[config.mk]
export PLATFORM = sky130hd
export DESIGN_NAME = flyby_dma_seq
export DESIGN_NICKNAME = d
export VERILOG_FILES = /design/src/rtl/flyby_dma_seq.sv
export SDC_FILE = /design/constraint.sdc
export NUM_CORES = 1
export LEC_CHECK = 0
export CAP_MARGIN = 20
export CORE_MARGIN = 4
export CORE_UTILIZATION = 35
export CTS_CLUSTER_SIZE = 30
export DETAILED_ROUTE_END_ITERATION = 10
export DONT_BUFFER_PORTS = 1
export SETUP_SLACK_MARGIN = 0.1
export SLEW_MARGIN = 10
export SYNTH_ARGS = -nofsm -noshare
export SYNTH_HDL_FRONTEND = slang
export SYNTH_SLANG_ARGS = --single-unit
[constraint.sdc]
create_clock -name clk -period 2.45 [get_ports clk]
set_clock_uncertainty 0.05 [all_clocks]
set_input_delay 0.245 -clock clk [delete_from_list [all_inputs] [get_ports clk]]
set_output_delay 0.245 -clock clk [all_outputs]
set_load 0.03 [all_outputs]
[src/rtl/flyby_dma_seq.sv]
module flyby_dma_seq #(
  parameter int AW = 16,
  parameter int CW = 16,
  parameter logic [AW-1:0] WIN_BASE = 16'hF000,
  parameter logic [AW-1:0] WIN_MASK = 16'hF000
) (
  input  logic          clk,
  input  logic          rst_n,
  input  logic          start,
  input  logic          cfg_src,
  input  logic          cfg_dbl,
  input  logic          cfg_burst,
  input  logic [1:0]    cfg_size,
  input  logic [AW-1:0] ptr_in,
  input  logic [CW-1:0] cnt_in,
  input  logic          req_n,
  input  logic          bus_grant,
  output logic [AW-1:0] bus_addr,
  output logic          bus_rd,
  output logic          addr_strobe,
  output logic          ack,
  output logic          done,
  output logic          err,
  output logic          busy
);

  typedef enum logic [2:0] {IDLE, ARMED, REL, WAITG, C0, C2, C4} st_t;

  st_t st;
  logic [AW-1:0] ptr;
  logic [CW-1:0] cnt;
  logic src_r, dbl_r, bur_r;
  logic [1:0] size_r;
  logic q1, q2, err_r;

  function automatic logic in_win(input logic [AW-1:0] a);
    return (a & WIN_MASK) == WIN_BASE;
  endfunction

  wire seen = q1 & (q2 | ~dbl_r);
  wire [CW-1:0] step = CW'(1) << (size_r[1] ? 2 : {1'b0, size_r[0]});
  wire last = cnt <= step;
  wire [AW-1:0] ptr_nx = ptr + AW'(step);
  wire cyc = (st == C0) || (st == C2) || (st == C4);

  assign addr_strobe = (st == C2) || (st == C4);
  assign ack         = addr_strobe;
  assign done        = (st == C4) && last;
  assign bus_addr    = cyc ? ptr : '0;
  assign bus_rd      = cyc ? src_r : 1'b1;
  assign busy        = st != IDLE;
  assign err         = err_r;

  always_ff @(posedge clk or negedge rst_n) begin
    if (!rst_n) begin
      st <= IDLE;
      ptr <= '0;
      cnt <= '0;
      src_r <= 1'b0;
      dbl_r <= 1'b0;
      bur_r <= 1'b0;
      size_r <= 2'd0;
      q1 <= 1'b0;
      q2 <= 1'b0;
      err_r <= 1'b0;
    end else begin
      q1 <= ~req_n;
      q2 <= q1;
      if (start) begin
        ptr <= ptr_in;
        cnt <= cnt_in;
        src_r <= cfg_src;
        dbl_r <= cfg_dbl;
        bur_r <= cfg_burst;
        size_r <= cfg_size;
        err_r <= 1'b0;
        st <= (cnt_in != '0) ? ARMED : IDLE;
      end else begin
        case (st)
          ARMED:
            if (seen) begin
              if (in_win(ptr)) begin
                err_r <= 1'b1;
                st <= IDLE;
              end else begin
                st <= bus_grant ? C0 : WAITG;
              end
            end
          WAITG: if (bus_grant) st <= C0;
          C0: st <= C2;
          C2: st <= C4;
          C4: begin
            ptr <= ptr_nx;
            cnt <= last ? '0 : cnt - step;
            if (last) st <= IDLE;
            else if (bur_r && seen) begin
              if (in_win(ptr_nx)) begin
                err_r <= 1'b1;
                st <= IDLE;
              end else begin
                st <= bus_grant ? C0 : WAITG;
              end
            end else st <= bur_r ? ARMED : REL;
          end
          REL: if (!q1) st <= ARMED;
          default: st <= st;
        endcase
      end
    end
  end

  // every strobe follows a sampled grant
  a_r10_grant_first: assert property (@(posedge clk) disable iff (!rst_n)
    $rose(addr_strobe) |-> $past(bus_grant, 2));

  // address held across the strobe of one cycle
  a_r8_addr_hold: assert property (@(posedge clk) disable iff (!rst_n)
    addr_strobe && $past(addr_strobe) |-> $stable(bus_addr));

  // done ends the channel activity
  a_r9_done_idle: assert property (@(posedge clk) disable iff (!rst_n)
    done && !start |=> !busy);

  // refused accesses never reach the bus
  a_r11_no_window: assert property (@(posedge clk) disable iff (!rst_n)
    addr_strobe |-> !in_win(bus_addr));

  // an error leaves the bus quiet
  a_r11_err_quiet: assert property (@(posedge clk) disable iff (!rst_n)
    err |-> !addr_strobe && !busy);

endmodule

==> key figures, run 1 <==
STA
  – Setup TNS: -0.805 ns
  – Final Cycle Share: 1.08
  – Worst slew margin: 0.284
  – RSZ-0062 raised after global routing: yes
  – PnR worst setup slack: -0.190 ns
  – Slew Viols, Final: 0
  – Final hold viol count: 0
  – Fmax: 379 MHz
  – Final setup vio count: 13
  – Slew of the pin with the lowest slew margin: 1.07 ns
  – Post-route minimum period: 2.64 ns

Setup path
  – CP endpoint kind: primary output
  – R2R cell count: 13
  – Critical path peak fanout: 3
  – Reg2reg start: size_r[1]
  – Crit Path Category: reg2out
  – CP Launch Type: flip-flop
  – Crit path DAT: 2.35 ns
  – Crit path required time: 2.15 ns
  – R2r setup slk: -0.13 ns
  – R2r endpoint: cnt[9]

Clock tree
  – CTS tree: yes
  – CTS Buf Count: 5
  – Clk slew on worst S/H paths: 0.09 ns
  – Worst-Skew Late Latency: 0.31 ns
  – H-tree levels: 2
  – Longest Clk Path Bufs: 2
  – Clock sink count: 43
  – Root buffer cell: clkbuf_8

Global route
  – First-pass GRT wire length: 13.6 mm
  – Vias in the first global route: 2709
  – Initial antenna violation count: 0
  – Gr ovfl total: 0
  – Largest net degree at the start of global routing: 46
  – GR Util All Layers: 0.170

Floorplanning
  – Overall die height: 99.6 um
  – Die area: 9920 um2
  – Num ports: 64
  – Starting Density: 0.359
  – Core area: 8180 um2
  – Site Rows: 33
  – Die X: 99.6 um

Routing
  – Drt drc: 0
  – Total number of vias: 2733
  – Drt pass-1 iters: 4
  – Post-route ant nets: 0
  – Wire per inst: 17.7 um
  – DR iter-0 viols: 140
  – M1 wire length: 3.73 mm
  – Wire length on met3: 555 um
  – Routed wire length: 8.63 mm
  – Top layer in use: met4
  – Vias per inst: 5.62
  – Met2 wire len: 4.23 mm

Synthesis
  – Register area share after synthesis: 0.367
  – Syn_area_per_cell: 8.32 um2
  – Mapped Cells: 353
  – Yosys top cell area share: 0.367
  – Top cells by area, synth: dfrtp_1 37%, nand2_1 6.3%, o21ai_0 5.6%
  – Number of synthesized flops with an enable pin: 0
  – Predominant post-synthesis flop cell: dfrtp_1
  – Synth Cell Area: 2940 um2
  – Synth Register Bits: 43
  – Async SR Flop Fraction: 1.00
  – Syn nets: 405
  – Ys Warns: 0
  – Post-synth top area cell: dfrtp_1
  – Distinct cells, synth: 53

Pwr
  – Pwr dens: 626 nW/um2
  – VDD IR max: 0.000254 V
  – Lkg Pwr: 1.56 nW

Finish
  – Area grow syn2layout: 24.6%
  – Fin nets: 433
  – Antenna Diode Count: 0
  – Multi-input logic area: 1900 um2
  – Filler cell count: 815
  – Storage cell area: 1080 um2
  – Share of cells above drive strength 1: 0.231
  – Post-route cell area: 3660 um2

Outcome
  – Failing checks: negative setup slack
  – Outcome: complete, but fails checks

Place
  – I/O Buffers: 0
  – Final HPWL DP: 5.48 mm
  – Placed Area: 3140 um2
  – Routability cong.: 0.803

Run
  – Max_cap viols: 0

Worst hold path
  – Worst Min Path Start: cnt_in[15]
  – Cell count of the worst hold path: 2
  – Hold Path End: cnt[15]
  – Worst min path class: in2reg
==> worst max-delay path by stage <==
stage / startpoint / endpoint / slack [ns] / cells past startpoint
after CTS: size_r[0] / done / -0.14 / 10
after global routing: size_r[1] / done / -0.28 / 10
after detailed placement: size_r[1] / ptr[10] / 0.007 / 10
after floorplan: size_r[1] / done / 0.11 / 9
after global placement: size_r[1] / st[0] / 0.05 / 10
final: size_r[1] / done / -0.19 / 10
==> synth_stat cells (all sizes together), types with 2 or more instances <==
cell and count:
a211o 2, buf 5, nor4 7, clkbuf 17
mux2i 4, nand4b 2, o31ai 3, nor2b 6
nor2 21, a31o 3, and3 22, a31oi 4
a2bb2oi 4, nand3 9, nand4 7, nor3 6
inv 15, mux2 2, a32oi 2, nand3b 2
xnor2 6, fa 2, nand2b 2, dfrtp 43
o21a 3, a221oi 2, o21ai 35, and4 3
a21oi 26, ha 8, a211oi 2, nor3b 3
conb 2, and2 2, nand2 49, xor2 12
==> per-layer routing <==
| layer | vias to the layer above | GRT usage |
|---|---|---|
| li1 | 1308 | - |
| met5 | - | 0 |
| met4 | 0 | 0.0399 |
| met2 | 92 | 0.286 |
| met3 | 9 | 0.0372 |
| met1 | 1324 | 0.222 |
==> area by class of cell <==
cell class | instances | area share
multi-input combinational | 273 | 0.518
sequential | 43 | 0.294
timing repair buffer | 42 | 0.107
tap | 105 | 0.0359
clock buffer | 6 | 0.0198
inverter | 16 | 0.0164
clock inverter | 1 | 0.00821
==> power breakdown <==
part	total [W]	internal [W]	leakage [nW]	switching, W
Combinational	0.000839	0.000336	0.989	0.000504
Sequential	0.000884	0.000787	0.518	0.0000969
Clock	0.000568	0.000300	0.0513	0.000269
==> kinds of logic (layout without fill, tap and decap cells) <==
family	count (synthesis)	in the layout	share of synthesized area
other	2	2	0.00256
DFF	43	43	0.367
muxes	6	6	0.0213
adders and majority gates	10	10	0.0477
buffers and inverters	38	65	0.0554
and+or+nand+nor	145	146	0.262
AOI/OAI and AO/OA	91	91	0.191
xor gates and xnor gates	18	18	0.0537
==> timing repair <==
item | 4_1_cts | 5_1_grt
gates resized for setup | 22 | 37
gates cloned | 1 | 0
pin swaps | 13 | 26
hold buffers | 5 | 1
hold endpoints to repair | 71 | 4
buffers inserted | 6 | 10
endpoints found under the setup margin | 22 | 31
==> worst max-delay path, cell delays in order (launching register included) <==
cell and delay [ns]:
dfrtp_1 0.41, nor2_2 0.16, ha_2 0.21, inv_2 0.04, fa_2 0.35, nand3_2 0.10, a21oi_2 0.06, and4b_4 0.36
buf_12 0.10, and2_4 0.14, buf_12 0.11
==> state kept, by name, indices dropped and copies added, names as in the netlist <==
name and count:
cnt 16, ptr 16, st 3, size_r 2
bur_r 1, dbl_r 1, err 1, q1 1
q2 1, src_r 1
==> layout by cell type (no fill, tap or decap), drive strengths merged, types with 2 or more instances in the layout <==
master,netlist,final
and4,3,3
o21ai,35,35
dfrtp,43,43
nor2b,6,6
nor3,6,6
buf,5,37
nor3b,3,3
o21a,3,3
a31o,3,3
ha,8,8
nand3b,2,2
nor2,21,22
nand2,49,49
mux2i,4,4
a2bb2oi,4,4
clkbuf,17,6
a221oi,2,2
fa,2,2
a32oi,2,2
conb,2,2
and2,2,2
nor4,7,7
nand3,9,9
and3,22,22
a211o,2,2
mux2,2,2
dlygate4sd3,0,5
nand4b,2,2
inv,15,15
a211oi,2,2
nand2b,2,2
a31oi,4,4
o31ai,3,3
a21oi,26,26
xor2,12,12
xnor2,6,6
nand4,7,7
==> per-stage QoR <==
step	total power [W]	worst slack (ns)	cells	utilization	hold slack, ns
floorplan	0.00143	0.108	353	-	-0.101
global placement	0.00158	0.0451	456	0.384	-0.0985
detailed placement	0.00159	0.00726	456	0.384	-0.0985
CTS	0.00223	-0.139	475	0.421	0.00119
global route	0.00242	-0.281	486	0.448	0.000481
finish	0.00229	-0.190	486	0.448	0.00513
Power figures use the tool's default switching activity.
==> run 2: changes to the inputs <==
--- a/config.mk
+++ b/config.mk
@@ -7,7 +7,7 @@
 export LEC_CHECK = 0
 export CAP_MARGIN = 20
 export CORE_MARGIN = 4
-export CORE_UTILIZATION = 35
+export CORE_UTILIZATION = 45
 export CTS_CLUSTER_SIZE = 30
 export DETAILED_ROUTE_END_ITERATION = 10
 export DONT_BUFFER_PORTS = 1
==> key figures, run 2 (synthesized netlist as in run 1, its figures left out) <==
Routing
  – Wire per inst: 17.7 um (-0.34%)
  – DR iter-0 viols: 77 (-45%)
  – Drt pass-1 iters: 4 (unchanged)
  – Routed wire length: 7.96 mm (-7.7%)
  – Drt drc: 0 (unchanged)
  – Post-route ant nets: 0 (unchanged)
  – Total number of vias: 2653 (-2.9%)
  – Vias per inst: 5.90 (+4.8%)

Setup path
  – Worst Setup SP: size_r[1]
  – CP endpoint kind: primary output
  – Crit path required time: 2.15 ns (about the same)
  – R2r setup slk: -0.06 ns (+0.07 ns)
  – R2R cell count: 13 (unchanged)
  – R2r endpoint: cnt[12]
  – Crit Path Category: reg2out
  – Critical path peak fanout: 3 (unchanged)
  – Crit path DAT: 2.24 ns (-0.11 ns)
  – CP Launch Type: flip-flop
  – Reg2reg start: size_r[1]

Floorplanning
  – Core area: 6350 um2 (-22%)
  – Starting Density: 0.462 (+0.103)
  – Die area: 7880 um2 (-21%)
  – Site Rows: 29 (-12%)
  – Num ports: 64 (unchanged)
  – Die X: 88.8 um (-11%)
  – Overall die height: 88.8 um (-11%)

Run
  – Max_cap viols: 0 (unchanged)

STA
  – Final hold slack: 0.0124 ns (+0.00729 ns)
  – Final Cycle Share: 1.03 (-0.0435)
  – Setup TNS: -0.270 ns (+0.535 ns)
  – Slew of the pin with the lowest slew margin: 0.619 ns (-0.452 ns)
  – PnR worst setup slack: -0.0836 ns (+0.107 ns)
  – Fmax: 395 MHz (+4.2%)
  – Slew Viols, Final: 0 (unchanged)
  – Final hold viol count: 0 (unchanged)
  – RSZ-0062 raised after global routing: yes
  – Worst slew margin: 0.583 (+0.299)
  – Final setup vio count: 7 (-6)
  – Post-route minimum period: 2.53 ns (-0.107 ns)

Clock tree
  – Clk slew on worst S/H paths: 0.09 ns (about the same)
  – Root buffer cell: clkbuf_8
  – CTS Buf Count: 5 (unchanged)
  – Worst-Skew Late Latency: 0.30 ns (about the same)
  – CTS tree: yes
  – H-tree levels: 2 (unchanged)
  – Clock sink count: 43 (unchanged)
  – Longest Clk Path Bufs: 2 (unchanged)

Pwr
  – VDD IR max: 0.000360 V (+42%)
  – Lkg Pwr: 1.49 nW (-4.6%)
  – Pwr dens: 625 nW/um2 (-0.23%)

Place
  – Routability cong.: 0.878 (+9.4%)
  – I/O Buffers: 0 (unchanged)
  – Final HPWL DP: 5.27 mm (-3.8%)
  – Post-place setup slack: -0.0143 ns (-0.0216 ns)
  – Dpl cells: 424 (-7.0%)

Global route
  – GRT met3 Usage: 0.0633 (+0.0261)
  – Largest net degree at the start of global routing: 60 (+30%)
  – First-pass GRT wire length: 12.8 mm (-6.2%)
  – Met1 Track Usage GR: 0.260 (+0.0372)
  – GR Util All Layers: 0.207 (+0.0378)
  – Gr ovfl total: 0 (unchanged)
  – Busiest grt layer: met2
  – Initial antenna violation count: 0 (unchanged)
  – Met2 Use GR: 0.343 (+0.0578)
  – Vias in the first global route: 2738 (+1.1%)

Outcome
  – Outcome: complete, but fails checks
  – Failing checks: negative setup slack

Worst hold path
  – Hold Path End: ptr[1]
  – Worst Min Path Start: ptr_in[1]
  – Cell count of the worst hold path: 2 (unchanged)
  – Worst min path class: in2reg

Finish
  – Most frequent cells in the layout: 49 x nand2_1, 43 x dfrtp_1, 23 x buf_4, 22 x a21oi_1, 22 x o21ai_0
  – Share of cells above drive strength 1: 0.201 (-0.0299)
  – Commonest non-fill, non-tap cell in the layout: nand2_1
  – Fin nets: 424 (-2.1%)
  – Top flop regs: cnt (16), ptr (16), st (3)
  – Area grow syn2layout: 18.9%
  – Final Non-Filler Cells: 450 (-7.4%)
  – Antenna Diode Count: 0 (unchanged)
[run 2: cell count changes in the layout (fill, tap and decap cells not counted), sizes merged]
cell,before,now
dlygate4sd3,5,4
bufinv,1,0
clkbuf,6,8
buf,37,29
[run 2: critical path, cell delays in order (launching register included)]
cell	delay, ns
dfrtp_1	0.41
nor2_2	0.15
ha_2	0.21
inv_2	0.04
fa_2	0.35
nand3_2	0.10
a21oi_2	0.06
and4b_4	0.35
and2_4	0.16
buf_12	0.11
[run 2: repair_timing]
action                                  CTS  global route
resized for setup                        18            31
endpoints found under the hold margin    56             6
hold buffers                              4             1
buffers inserted                          7             6
gates cloned                              1             0
pin swaps                                11            25
endpoints found under the setup margin   25            31
[run 2: worst max-delay path by stage]
stage / end / slack (ns) / depth (start not counted)
after floorplan: done / 0.11 / 9
after global placement: cnt[9] / 0.04 / 9
after detailed placement: cnt[12] / -0.01 / 9
after CTS: done / -0.03 / 9
after global routing: done / -0.15 / 9
final: done / -0.08 / 9
[run 2: layout make-up]
| type | instances | area [um2] |
|---|---|---|
| sequential | 43 | 1080 |
| clock buffer | 8 | 100 |
| tap | 77 | 96.3 |
| inverter | 16 | 60.1 |
| fill | 585 | 2860 |
| multi-input combinational | 273 | 1850 |
| timing repair buffer | 33 | 309 |
[run 2: layer usage]
metal  vias up  routed length, um  part of all wire
met5         -                  0                 0
met4         0                 63            0.0079
met3         7                568             0.071
met2        83               3930              0.49
met1      1273               3400              0.43
li1       1290                  -                 -
[run 2: metrics by stage]
stage	util	area, um2	power (W)
2_1_floorplan	-	2940	0.00143
5_1_grt	0.550	3490	0.00232
6_report	0.550	3490	0.00218
3_5_place_dp	0.482	3060	0.00158
4_1_cts	0.526	3340	0.00215
3_3_place_gp	0.482	3060	0.00158
[run 2: report_power, final]
group | switching [W] | leakage (nW) | internal (W)
combinational | 0.000486 | 0.917 | 0.000310
sequential | 0.0000896 | 0.518 | 0.000787
clock | 0.000250 | 0.0515 | 0.000258
total | 0.000825 | 1.49 | 0.00135
